## src/rtl/spi_up_pkg.sv

```systemverilog
package spi_up_pkg;

    // Engine states
    typedef enum logic [1:0] {
        ST_IDLE = 2'd0,
        ST_LOW  = 2'd1,
        ST_HIGH = 2'd2,
        ST_ACK  = 2'd3
    } up_state_e;

    localparam int unsigned DATA_W    = 32;
    localparam logic [1:0]  MODE_USER = 2'b11;
    localparam int unsigned STOP_BIT  = 2;

    // Index of the last byte lane for a given size code
    function automatic logic [1:0] last_lane(input logic [1:0] size);
        unique case (size)
            2'd0:    return 2'd0;
            2'd1:    return 2'd1;
            default: return 2'd3;
        endcase
    endfunction

endpackage

```

## src/rtl/spi_up_regs.sv

```systemverilog
module spi_up_regs
    import spi_up_pkg::*;
#(
    parameter int unsigned NUM_CS  = 2,
    parameter int unsigned WE_BASE = 16,
    parameter int unsigned RIDX_W  = 2
) (
    input  logic                clk,
    input  logic                rst_n,
    input  logic                wr_en,
    input  logic [RIDX_W-1:0]   idx,
    input  logic [DATA_W-1:0]   wdata,
    output logic [DATA_W-1:0]   rdata,
    output logic [NUM_CS-1:0]   user_mode,
    output logic [NUM_CS-1:0]   wr_ok,
    output logic [NUM_CS-1:0]   cs_n
);

    logic [DATA_W-1:0] ctrl_q [NUM_CS];
    logic [NUM_CS-1:0] perm_q;

    for (genvar n = 0; n < NUM_CS; n++) begin : g_cs
        always_ff @(posedge clk or negedge rst_n) begin
            if (!rst_n) begin
                ctrl_q[n] <= '0;
                perm_q[n] <= 1'b0;
            end else if (wr_en) begin
                if (idx == RIDX_W'(n + 1)) ctrl_q[n] <= wdata;
                if (idx == '0)             perm_q[n] <= wdata[WE_BASE + n];
            end
        end

        assign user_mode[n] = (ctrl_q[n][1:0] == MODE_USER);
        assign wr_ok[n]     = perm_q[n];
        assign cs_n[n]      = !(user_mode[n] && !ctrl_q[n][STOP_BIT]);

        // The select line moves only as a result of a register write
        p_cs_hold_r3: assert property (@(posedge clk) disable iff (!rst_n)
            !wr_en |=> $stable(cs_n[n]));
    end

    always_comb begin
        rdata = '0;
        if (idx == '0) begin
            for (int n = 0; n < NUM_CS; n++) rdata[WE_BASE + n] = perm_q[n];
        end else begin
            for (int n = 0; n < NUM_CS; n++)
                if (idx == RIDX_W'(n + 1)) rdata = ctrl_q[n];
        end
    end

endmodule

```

## src/rtl/spi_up_fsm.sv

```systemverilog
module spi_up_fsm
    import spi_up_pkg::*;
#(
    parameter int unsigned NUM_CS   = 2,
    parameter int unsigned CS_W     = 1,
    parameter int unsigned HALF_CYC = 2,
    parameter int unsigned WIN_BITS = 13,
    parameter int unsigned RIDX_W   = 2,
    parameter int unsigned ADDR_W   = CS_W + WIN_BITS
) (
    input  logic                clk,
    input  logic                rst_n,
    input  logic                bus_req,
    input  logic                bus_win,
    input  logic                bus_we,
    input  logic [ADDR_W-1:0]   bus_addr,
    input  logic [1:0]          bus_size,
    input  logic [DATA_W-1:0]   bus_wdata,
    output logic [DATA_W-1:0]   bus_rdata,
    output logic                bus_ack,
    output logic                reg_wr,
    output logic [RIDX_W-1:0]   reg_idx,
    input  logic [DATA_W-1:0]   reg_rdata,
    input  logic [NUM_CS-1:0]   user_mode,
    input  logic [NUM_CS-1:0]   wr_ok,
    output logic                spi_sclk,
    output logic                spi_mosi,
    input  logic                spi_miso
);

    localparam int unsigned HC_W = (HALF_CYC > 1) ? $clog2(HALF_CYC) : 1;

    up_state_e         state_q, state_d;
    logic [HC_W-1:0]   cnt_q;
    logic [1:0]        bidx_q, last_q;
    logic [2:0]        bitn_q;
    logic              rd_q;
    logic [DATA_W-1:0] txw_q, rxw_q, rdata_q;

    logic [CS_W-1:0]   win_cs;
    logic              cs_ok, mode_sel, perm_sel, win_go, half_end;
    logic [4:0]        bit_sel;
    logic              unused_addr;

    // Window offset bits and the low register bits carry no meaning
    assign unused_addr = ^{bus_addr[1:0], bus_addr[WIN_BITS-1:RIDX_W+2]};

    assign reg_idx  = bus_addr[RIDX_W+1:2];
    assign win_cs   = bus_addr[WIN_BITS +: CS_W];
    assign cs_ok    = (32'(win_cs) < NUM_CS);
    assign mode_sel = cs_ok && user_mode[win_cs];
    assign perm_sel = cs_ok && wr_ok[win_cs];
    assign win_go   = mode_sel && (!bus_we || perm_sel);
    assign reg_wr   = (state_q == ST_IDLE) && bus_req && !bus_win && bus_we;
    assign half_end = (cnt_q == HC_W'(HALF_CYC - 1));
    assign bit_sel  = {bidx_q, bitn_q};

    // State register
    always_ff @(posedge clk or negedge rst_n) begin
        if (!rst_n) state_q <= ST_IDLE;
        else        state_q <= state_d;
    end

    // Next state
    always_comb begin
        state_d = state_q;
        unique case (state_q)
            ST_IDLE: if (bus_req) state_d = (bus_win && win_go) ? ST_LOW : ST_ACK;
            ST_LOW:  if (half_end) state_d = ST_HIGH;
            ST_HIGH: if (half_end)
                         state_d = (bitn_q == 3'd0 && bidx_q == last_q) ? ST_ACK : ST_LOW;
            ST_ACK:  state_d = ST_IDLE;
        endcase
    end

    // Shift datapath
    always_ff @(posedge clk or negedge rst_n) begin
        if (!rst_n) begin
            cnt_q   <= '0;
            bidx_q  <= '0;
            last_q  <= '0;
            bitn_q  <= 3'd7;
            rd_q    <= 1'b0;
            txw_q   <= '0;
            rxw_q   <= '0;
            rdata_q <= '0;
        end else begin
            unique case (state_q)
                ST_IDLE: if (bus_req) begin
                    cnt_q   <= '0;
                    bidx_q  <= '0;
                    bitn_q  <= 3'd7;
                    rxw_q   <= '0;
                    rd_q    <= !bus_we;
                    last_q  <= last_lane(bus_size);
                    txw_q   <= bus_we ? bus_wdata : '1;
                    rdata_q <= bus_win ? '0 : reg_rdata;
                end
                ST_LOW: begin
                    if (half_end) begin
                        cnt_q          <= '0;
                        rxw_q[bit_sel] <= spi_miso;
                    end else begin
                        cnt_q <= cnt_q + 1'b1;
                    end
                end
                ST_HIGH: begin
                    if (half_end) begin
                        cnt_q <= '0;
                        if (bitn_q == 3'd0) begin
                            if (bidx_q == last_q) begin
                                rdata_q <= rd_q ? rxw_q : '0;
                            end else begin
                                bidx_q <= bidx_q + 1'b1;
                                bitn_q <= 3'd7;
                            end
                        end else begin
                            bitn_q <= bitn_q - 1'b1;
                        end
                    end else begin
                        cnt_q <= cnt_q + 1'b1;
                    end
                end
                ST_ACK: begin
                end
            endcase
        end
    end

    // Outputs
    always_comb begin
        bus_ack   = 1'b0;
        spi_sclk  = 1'b0;
        spi_mosi  = 1'b0;
        bus_rdata = rdata_q;
        unique case (state_q)
            ST_IDLE: ;
            ST_LOW:  spi_mosi = txw_q[bit_sel];
            ST_HIGH: begin
                spi_sclk = 1'b1;
                spi_mosi = txw_q[bit_sel];
            end
            ST_ACK:  bus_ack = 1'b1;
        endcase
    end

    p_mosi_hold_r4: assert property (@(posedge clk) disable iff (!rst_n)
        (state_q == ST_HIGH && $past(state_q) == ST_HIGH) |-> $stable(spi_mosi));

    p_rd_mosi_high_r7: assert property (@(posedge clk) disable iff (!rst_n)
        (spi_sclk && rd_q) |-> spi_mosi);

    p_ack_pulse_r9: assert property (@(posedge clk) disable iff (!rst_n)
        bus_ack |=> !bus_ack);

    p_drop_quiet_r6: assert property (@(posedge clk) disable iff (!rst_n)
        (state_q == ST_IDLE && bus_req && bus_win && bus_we && !perm_sel)
        |=> (bus_ack && !spi_sclk));

    p_reg_ack_r2: assert property (@(posedge clk) disable iff (!rst_n)
        (state_q == ST_IDLE && bus_req && !bus_win) |=> bus_ack);

    p_nomode_quiet_r8: assert property (@(posedge clk) disable iff (!rst_n)
        (state_q == ST_IDLE && bus_req && bus_win && !mode_sel)
        |=> (bus_ack && bus_rdata == '0));

endmodule

```

## src/rtl/spi_user_port.sv

```systemverilog
module spi_user_port
    import spi_up_pkg::*;
#(
    parameter int unsigned NUM_CS   = 2,
    parameter int unsigned HALF_CYC = 2,
    parameter int unsigned WIN_BITS = 13,
    parameter int unsigned WE_BASE  = 16,
    localparam int unsigned CS_W    = (NUM_CS > 1) ? $clog2(NUM_CS) : 1,
    localparam int unsigned ADDR_W  = CS_W + WIN_BITS
) (
    input  logic                clk,
    input  logic                rst_n,
    input  logic                bus_req,
    input  logic                bus_win,
    input  logic                bus_we,
    input  logic [ADDR_W-1:0]   bus_addr,
    input  logic [1:0]          bus_size,
    input  logic [31:0]         bus_wdata,
    output logic [31:0]         bus_rdata,
    output logic                bus_ack,
    output logic                spi_sclk,
    output logic                spi_mosi,
    input  logic                spi_miso,
    output logic [NUM_CS-1:0]   spi_cs_n
);

    localparam int unsigned RIDX_W = $clog2(NUM_CS + 1);

    logic                reg_wr;
    logic [RIDX_W-1:0]   reg_idx;
    logic [DATA_W-1:0]   reg_rdata;
    logic [NUM_CS-1:0]   user_mode, wr_ok;

    spi_up_regs #(
        .NUM_CS  (NUM_CS),
        .WE_BASE (WE_BASE),
        .RIDX_W  (RIDX_W)
    ) u_regs (
        .clk       (clk),
        .rst_n     (rst_n),
        .wr_en     (reg_wr),
        .idx       (reg_idx),
        .wdata     (bus_wdata),
        .rdata     (reg_rdata),
        .user_mode (user_mode),
        .wr_ok     (wr_ok),
        .cs_n      (spi_cs_n)
    );

    spi_up_fsm #(
        .NUM_CS   (NUM_CS),
        .CS_W     (CS_W),
        .HALF_CYC (HALF_CYC),
        .WIN_BITS (WIN_BITS),
        .RIDX_W   (RIDX_W),
        .ADDR_W   (ADDR_W)
    ) u_fsm (
        .clk       (clk),
        .rst_n     (rst_n),
        .bus_req   (bus_req),
        .bus_win   (bus_win),
        .bus_we    (bus_we),
        .bus_addr  (bus_addr),
        .bus_size  (bus_size),
        .bus_wdata (bus_wdata),
        .bus_rdata (bus_rdata),
        .bus_ack   (bus_ack),
        .reg_wr    (reg_wr),
        .reg_idx   (reg_idx),
        .reg_rdata (reg_rdata),
        .user_mode (user_mode),
        .wr_ok     (wr_ok),
        .spi_sclk  (spi_sclk),
        .spi_mosi  (spi_mosi),
        .spi_miso  (spi_miso)
    );

endmodule

```

## config.mk

```make
export PLATFORM = sky130hd
export DESIGN_NAME = spi_user_port
export DESIGN_NICKNAME = d
export VERILOG_FILES = /design/src/rtl/spi_up_pkg.sv /design/src/rtl/spi_up_regs.sv /design/src/rtl/spi_up_fsm.sv /design/src/rtl/spi_user_port.sv
export SDC_FILE = /design/constraint.sdc
export NUM_CORES = 1
export LEC_CHECK = 0
export CORE_MARGIN = 2
export CORE_UTILIZATION = 66
export CTS_BUF_LIST = sky130_fd_sc_hd__clkbuf_8
export DETAILED_ROUTE_END_ITERATION = 12
export DONT_BUFFER_PORTS = 1
export MAX_ROUTING_LAYER = met4
export PLACE_DENSITY_LB_ADDON = 0.08
export SLEW_MARGIN = 20
export SYNTH_ARGS = -nofsm -noshare
export SYNTH_HDL_FRONTEND = slang
export SYNTH_HIERARCHICAL = 1
export SYNTH_SLANG_ARGS = --single-unit
```

## constraint.sdc

```tcl
create_clock -name clk -period 3.05 [get_ports clk]
set_input_delay 0 -clock clk [delete_from_list [all_inputs] [get_ports clk]]
set_output_delay 0 -clock clk [all_outputs]
set_load 0.03 [all_outputs]
```

Word level (Yosys, flattened, before mapping)
Index checks and enable logic that the tools add are counted.
- register bits: 173
- input port bits: 54
- output and inout bits: 37
- add/subtract/negate cells: 3
- $lt $le $gt $ge: 3
- eq/ne operators: 16
- muxes and demuxes: 48
- reduce and logical (&&, ||, !) cells: 34
- operators with widths (cell ; number):
    32-bit two-way mux ; 11
    32-bit one-hot mux with 2 select lines ; 2
    32-bit bitwise mux ; 1
    2-bit two-way mux ; 10
    16-bit two-way mux ; 1
    14-bit two-way mux ; 1
    3-bit two-way mux ; 4
    1-bit two-way mux ; 11
    2-bit equality test (second input constant) ; 5
    2-bit AND reduction ; 5
    5-bit AND reduction ; 2
    1-bit logical AND ; 9
    2-bit by 1-bit != test with 1-bit output (second input constant) ; 4
    2-bit one-hot mux with 2 select lines ; 2
    2-bit one-hot mux with 4 select lines ; 1
    2-bit by 1-bit equality test with 1-bit output (second input constant) ; 3
    1-bit zero test ; 6
    2-bit zero test ; 3
    5-bit by 6-bit less-than comparator with 1-bit output (second input constant) ; 1
    3-bit one-hot mux with 2 select lines ; 1
    3-bit AND reduction ; 2
    2-bit nonzero test ; 3
    1-bit binary-select mux with 5-bit select ; 1
    1-bit demux with 5-bit select ; 1
    13 further kinds ; 14

Depth between registers and ports, before layout
Gate-level depths: netlist (run 1).
- depth in word-level cells: 8
- depth in mapped cells: 10
- gate-level depth less buffers: 6

By module
The synthesis (run 1) kept the hierarchy.
- by module, submodules not included (module ; times used ; cells an instance ; area each (µm²) ; seq. area each (µm²)):
    spi_up_fsm ; 1 ; 509 ; 5575.3 ; 2681.3
    spi_up_regs ; 1 ; 189 ; 3086.7 ; 1651.6

Worst setup path after synthesis (run 1)
OpenSTA, ideal clock, no wires.
- kind: register -> register
- start point: reg u_fsm.state_q[0]
- end point: reg u_regs.perm_q[0] (netlist: u_regs/wr_ok[0])
- arrival: 2.419 ns
- setup slack: 0.506 ns
- cell stages (with the launch flop): 10
- path buffers: 3
- period minus slack after synthesis: 2.544 ns
- cells stage by stage: dfrtp_1 inv_1 ha_1 buf_2 nand2_1 clkbuf_1 clkbuf_1 nor3_1 nor3b_1 mux2_2
- cells in the longest elaborated chain, start to end: 5
- RTL lines (what ; RTL line ; source):
    start: declaration ; spi_up_fsm.sv:33 ; up_state_e state_q, state_d;
    start signal: assignment ; spi_up_fsm.sv:61 ; else state_q <= state_d;
    2-bit zero test ; spi_up_fsm.sv:54 ; assign reg_wr = (state_q == ST_IDLE) && bus_req && !bus_win && bus_we;
    1-bit logical AND (3 in a row) ; spi_up_fsm.sv:54 ;
    net reg_wr ; spi_user_port.sv:29 ; logic reg_wr;
    2-bit AND reduction (no line) ; - ;
    end signal: indexed assignment ; spi_up_regs.sv:29 ; if (idx == '0) perm_q[n] <= wdata[WE_BASE + n];
    end: declaration ; spi_up_regs.sv:20 ; logic [NUM_CS-1:0] perm_q;
The timed path passes the listed nets, and every way through them passes these cells.
A chain may end at the register's enable or synchronous reset.

Worst setup path after layout (run 1)
- start point: reg u_fsm.state_q[0]
- end point: reg u_regs/ctrl_q[23] in the netlist's numbering
- cells in the longest elaborated chain, start to end: 5
- RTL lines (what ; RTL line ; source):
    2-bit zero test ; spi_up_fsm.sv:54 ;
    1-bit logical AND (3 in a row) ; spi_up_fsm.sv:54 ;
    net reg_wr ; spi_user_port.sv:29 ;
    2-bit AND reduction (no line) ; - ;
    end signal: indexed assignment ; spi_up_regs.sv:28 ; if (idx == RIDX_W'(n + 1)) ctrl_q[n] <= wdata;
    end: declaration ; spi_up_regs.sv:19 ; logic [DATA_W-1:0] ctrl_q [NUM_CS];
The timed path passes the listed nets, and every way through them passes these cells.

==> results of run 1 <==
[worst register-to-register path, delay by kind of cell (launching register included)]
| kind | cells | cell delay, ns |
|---|---|---|
| simple gates | 3 | 0.81 |
| fa+ha+maj | 1 | 0.38 |
| mux | 1 | 0.56 |
| buf+inv | 3 | 0.51 |
| flops | 1 | 0.44 |
[cells by family after synthesis]
| logic type | Yosys count | synth area share, % |
|---|---|---|
| buffers and inverters | 64 | 4.377 |
| xor gates and xnor gates | 2 | 0.2023 |
| and+or+nand+nor | 149 | 8.118 |
| AOI/OAI and AO/OA | 148 | 13.66 |
| DFF | 173 | 50.02 |
| muxes | 147 | 21.45 |
| adders and majority gates | 15 | 2.167 |
[worst paths after layout]
kind | from | to | slack [ns] | depth (start not counted)
max in group asynchronous | rst_n | u_fsm/bitn_q[0] | 3.51 | 0
min in group clk | bus_addr[2] | u_fsm/bus_rdata[16] | 0.05 | 4
setup / recovery | u_fsm/state_q[0] | u_regs/ctrl_q[23] | 0.26 | 8
setup reg to reg | u_fsm/state_q[0] | u_regs/ctrl_q[23] | 0.26 | 8
hold / removal | rst_n | u_regs/ctrl_q[6] | -0.78 | 0
hold reg to reg | u_fsm/txw_q[21] | u_fsm/txw_q[21] | 0.46 | 2
[per-layer routing]
| layer | part of all wire [%] | global-route usage, % |
|---|---|---|
| met1 | 43 | 40.86 |
| met3 | 6.9 | 8.832 |
| met4 | 1.8 | 9.449 |
| met2 | 48 | 48.10 |
| met5 | 0 | - |
[synth_stat cells, types with 9 or more instances]
| cell type | n | area (um^2) |
|---|---|---|
| a22o_1 | 68 | 595.6 |
| clkbuf_1 | 29 | 108.9 |
| o21ai_0 | 37 | 185.2 |
| dfrtp_1 | 170 | 4254 |
| inv_1 | 9 | 33.78 |
| nand3_1 | 23 | 115.1 |
| mux2_4 | 30 | 450.4 |
| mux2_2 | 102 | 1149 |
| buf_6 | 11 | 123.9 |
| ha_1 | 15 | 187.7 |
| a22o_2 | 26 | 260.3 |
| nand2_1 | 94 | 352.8 |
[layout make-up]
| class | instances | area [um^2] | area share [%] |
|---|---|---|---|
| well taps | 172 | 215.2 | 2.270 |
| diodes | 1 | 2.502 | 0.02640 |
| clock inverters | 10 | 73.82 | 0.7787 |
| repair buffers | 61 | 565.5 | 5.965 |
| multi-input cells | 461 | 3968 | 41.85 |
| flip-flops and latches | 173 | 4333 | 45.70 |
| clock buffers | 21 | 289.0 | 3.049 |
| inverters | 9 | 33.78 | 0.3563 |
[flip-flops by register name, indices dropped and copies added, names as in the netlist]
| name | count |
|---|---|
| u_fsm/state_q | 2 |
| u_fsm/bitn_q | 3 |
| u_regs/wr_ok | 2 |
| u_fsm/cnt_q | 1 |
| u_fsm/rxw_q | 32 |
| u_fsm/bidx_q | 2 |
| u_fsm/last_q | 2 |
| u_fsm/rd_q | 1 |
| u_fsm/txw_q | 32 |
| u_fsm/bus_rdata | 32 |
| u_regs/ctrl_q | 64 |
[through the flow]
step / worst slack [ns] / instances / hold WS [ns]
6_report: 0.2583 / 908 / -0.7765
5_1_grt: 0.09675 / 908 / -0.8139
4_1_cts: 0.2763 / 907 / -0.7961
3_5_place_dp: 0.3140 / 833 / -0.2920
3_3_place_gp: 0.3876 / 833 / -0.2919
2_1_floorplan: 0.5059 / 698 / -0.2956
[power groups by stage]
stage	logic, W	registers [W]	clock network, W
4_1_cts	0.00297	0.00399	0.00153
3_5_place_dp	0.00288	0.00403	0
6_report	0.00301	0.00400	0.00150
2_1_floorplan	0.00229	0.00382	0
5_1_grt	0.00323	0.00410	0.00163
3_3_place_gp	0.00275	0.00396	0
==> flow_summary.json, run 1 <==
{
  "hpwl_mm": 12.95,
  "grt_pass1_wl_mm": 32.89,
  "port_buffers": 0,
  "power.leakage_nw": 4.662,
  "fin_total_pwr_w": 0.008514,
  "path_buf_inv": 3,
  "grtUsageTotal_pct": 31.33,
  "drive_gt1_share_pct": 29.66,
  "cts.clk_slew.worst_paths_ns": 0.09,
  "maxSlewViolCount": 0,
  "insertion_delay_ns": 0.47,
  "fin_util_pct": 74.52,
  "grt_pass1_vias": 6080,
  "crit_path_start_kind": "flip-flop",
  "place_congestion": 0.9030,
  "post_cts_buffers": 0,
  "grt_max_degree": 174,
  "worst_pin_slew_ns": 0.7656,
  "via_count": 5896,
  "yosysSeqAreaShare_pct": 50.02,
  "routedWlPerCell_um": 22.60,
  "synth-edff-count": 0,
  "hp-class": "in -> async",
  "overflow": 0,
  "crit_family": "simple AND/OR/NAND/NOR gates",
  "core-area_mm2": 0.01272,
  "drc": 0,
  "async_flop_share_pct": 100.0,
  "layout_commonest_cell": "dfrtp_1",
  "critPathKind": "reg -> reg",
  "status": "finished with violations",
  "crit_path_frequent_cell": "buf_4",
  "crit_chain": "inv_1 > ha_1 > nand2_1 > buf_4 > nor3_1 > buf_4 > nand3b_4 > mux2_4",
  "setup_viol": 0,
  "initial_core_util_pct": 68.09,
  "ir_drop_mv": 0.5032,
  "power.switching_w": 0.003202,
  "hold_viol_final": 173,
  "cp.arrival_ns": 3.15,
  "ios": 91,
  "worstPathRequired_ns": 3.41,
  "cts-buffers-inserted": 17,
  "cts_tree": "done",
  "hold_slack_ns": -0.7765,
  "rsz0062_at_grt": "no",
  "num-fill-cells": 897,
  "cp-end-kind": "flip-flop",
  "syn_inst": 698,
  "cts_root_buf": "clkbuf_8",
  "cts.path.max_buffers": 2,
  "sw_frac_of_total_pct": 37.61,
  "power.internal_w": 0.005311,
  "ant_nets": 0,
  "seq_power_share_pct": 47.0,
  "first_pass_iters": 5,
  "violations": "negative hold slack",
  "area_growth_pct": 9.447,
  "crit_fanout": 32,
  "ys_types": 49,
  "yosysWarningCount": 6,
  "nNetsFinal": 792,
  "max_cap_violations": 0,
  "synth_nets": 767,
  "period_minus_slack_ns": 2.792,
  "netlist_area_mm2": 0.008662,
  "viasPerCell": 6.493,
  "die_h_um": 118.6,
  "fin_tns_setup_ns": 0,
  "clkSinkCount": 173,
  "max_freq_ghz": 0.3582,
  "route.final.wire_length_mm": 20.52,
  "grt_antenna_before_repair": 1,
  "slew_headroom_pct": 48.96,
  "htree_levels": 4,
  "ys_seq_elements": 173,
  "cts_resized": 0,
  "power_frac_clock_pct": 17.6,
  "die_w_um": 118.6,
  "critPathSlowestCell": "nand3b_4",
  "comb_power_share_pct": 35.3,
  "max_stage_delay_ns": 0.56,
  "design_area_mm2": 0.009480,
  "dpl_cell_area_mm2": 0.008685,
  "mostFrequentLayoutCells": "170 x dfrtp_1, 102 x mux2_2, 94 x nand2_1",
  "drtIter0Drc": 519,
  "skew_ns": 0.009539,
  "die-area_mm2": 0.01406,
  "cts_hold_buf": 43,
  "row_count": 41,
  "syn_area_per_cell_um2": 12.41,
  "synthFlopType": "dfrtp_1",
  "powerDensity_mw_per_mm2": 898.0,
  "post-route-period-util_pct": 91.53
}
Note: power is estimated with default switching activity, not from simulation.
==> inputs of run 2 (changes only) <==
==> constraint.sdc (replaced) <==
create_clock -name clk -period 3.05 [get_ports clk]
set_input_delay 0.305 -clock clk [delete_from_list [all_inputs] [get_ports clk]]
set_output_delay 0.305 -clock clk [all_outputs]
set_load 0.03 [all_outputs]
==> run 2 against run 1 <==
  * The flow still finishes with violations (negative hold slack)
  * Flip-flop and latch count stayed put
  * Largest power group unchanged
  * Largest cell class unchanged
  * Cell area decreased by 0.24%
  * Clock-buffer cell count grew 1
==> flow_summary.json, run 2 (synthesis results as in run 1) <==
{
  "drc": 0,
  "cp-end-kind": "output pin",
  "insertion_delay_ns": 0.47,
  "die_h_um": 118.6,
  "grt_max_degree": 174,
  "ir_drop_mv": 0.6426,
  "max_stage_delay_ns": 0.76,
  "worstPathRequired_ns": 2.74,
  "crit_fanout": 14,
  "r2r_end": "u_regs/ctrl_q[27]",
  "critPathSlowestCell": "dfstp_4",
  "period_minus_slack_ns": 2.931,
  "overflow": 0,
  "first_pass_iters": 6,
  "mostFrequentLayoutCells": "170 x dfrtp_1, 102 x mux2_2, 94 x nand2_1",
  "rsz0062_at_grt": "no",
  "initial_core_util_pct": 68.09,
  "cts-buffers-inserted": 17,
  "power.leakage_nw": 4.636,
  "r2r-start": "u_fsm/state_q[0]",
  "viasPerCell": 6.434,
  "design_area_mm2": 0.009458,
  "reg2reg_depth": 8,
  "fin_tns_setup_ns": 0,
  "grt_pass1_wl_mm": 32.93,
  "cts_tree": "done",
  "row_count": 41,
  "skew_ns": 0.008783,
  "hpwl_mm": 12.89,
  "reg2reg_slack_ns": 0.18,
  "cts_root_buf": "clkbuf_8",
  "die_w_um": 118.6,
  "fin_cells": 900,
  "ant_nets": 0,
  "grt_antenna_before_repair": 2,
  "largest_reg_flops": 64,
  "cts.path.max_buffers": 2,
  "grtUsageTotal_pct": 31.21,
  "cts_hold_buf": 36,
  "post-route-period-util_pct": 96.09,
  "max_freq_ghz": 0.3412,
  "core-area_mm2": 0.01272,
  "top_register": "u_regs/ctrl_q",
  "maxSlewViolCount": 0,
  "drive_gt1_share_pct": 30.03,
  "hold_slack_ns": -0.4750,
  "area_growth_pct": 9.187,
  "critPathKind": "reg -> out",
  "status": "finished with violations",
  "layout_commonest_cell": "dfrtp_1",
  "violations": "negative hold slack",
  "max_cap_violations": 0,
  "via_count": 5791,
  "ios": 91,
  "die-area_mm2": 0.01406,
  "cp.arrival_ns": 2.63,
  "place_congestion": 0.8926,
  "port_buffers": 0,
  "route.final.wire_length_mm": 20.12,
  "crit_path_start_kind": "flip-flop",
  "hold_viol_final": 173,
  "dpl_cell_area_mm2": 0.008697,
  "cts.clk_slew.worst_paths_ns": 0.08,
  "setup_viol": 0,
  "nNetsFinal": 785,
  "slew_headroom_pct": 30.01,
  "clkSinkCount": 173,
  "crit_chain": "mux4_2 > and2_1 > a2111oi_2 > and4b_1",
  "placedCellCount": 833,
  "drtIter0Drc": 576,
  "hp-class": "in -> async",
  "htree_levels": 4,
  "grt_pass1_vias": 6058,
  "powerDensity_mw_per_mm2": 904.7,
  "routedWlPerCell_um": 22.36,
  "worst_pin_slew_ns": 1.045
}
## run 2: changes by cell type in the layout (fill, tap and decap cells not counted), sizes merged
cell / previous run / this run
diode: 1 / 2
clkbuf: 21 / 22
inv: 12 / 10
bufinv: 1 / 2
dlygate4sd3: 43 / 36
clkinvlp: 1 / 2
clkinv: 5 / 2
## run 2: cell type report
class                   instances  area, um^2
flip-flops and latches        173        4337
clock inverters                 7       88.84
inverters                       9       33.78
well taps                     172       215.2
repair buffers                 54       508.0
multi-input cells             461        3968
fillers                       846        3264
clock buffers                  22       302.8
diodes                          2       5.005
## run 2: stage by stage
stage	worst slack, ns	power (W)	utilization, %
after floorplan	0.5059	0.006113	-
after global placement	0.3094	0.006724	68.36
final	0.1191	0.008556	74.34
after detailed placement	0.2605	0.006898	68.36
after global routing	0.02065	0.009024	74.34
after CTS	0.01031	0.008543	74.27
## run 2: worst max path at each step
stage,from,end,slack [ns],depth (start not counted)
final,u_fsm/bitn_q[0],spi_mosi,0.12,4
after global placement,u_fsm/state_q[0],u_regs/ctrl_q[27],0.31,8
after CTS,u_fsm/bitn_q[0],spi_mosi,0.01,4
after global routing,u_fsm/bitn_q[0],spi_mosi,0.02,4
after detailed placement,u_fsm/state_q[0],u_regs/ctrl_q[27],0.26,8
after floorplan,u_fsm/state_q[0],u_regs/wr_ok[0],0.51,9
## run 2: critical path, delay by kind of cell, from the launching register on
| family | cells | cell delay [ns] |
|---|---|---|
| flip-flops | 1 | 0.76 |
| AND/OR/NAND/NOR | 2 | 0.56 |
| multiplexers | 1 | 0.52 |
| AO/OA/AOI/OAI | 1 | 0.32 |
## run 2: repair_timing
action	in CTS	in global routing
hold endpoints to repair	272	173
endpoints found under the setup margin	0	1
setup buffers	0	0
gates resized for setup	0	1
## run 2: metal layers
layer	part of all wire [%]	vias to the layer above	GRT usage [%]
met5	0	-	-
met3	6.5	33	7.095
li1	-	2569	-
met4	2.0	0	10.19
met2	48	204	47.77
met1	44	2985	41.67
## run 2: report_power, final
group | switching, W | leakage (nW) | internal (W) | total [W]
Clock | 0.000782 | 0.200 | 0.000817 | 0.00160
Sequential | 0.000861 | 2.27 | 0.00315 | 0.00401
Combinational | 0.00152 | 2.17 | 0.00143 | 0.00295
Total | 0.00316 | 4.64 | 0.00539 | 0.00856
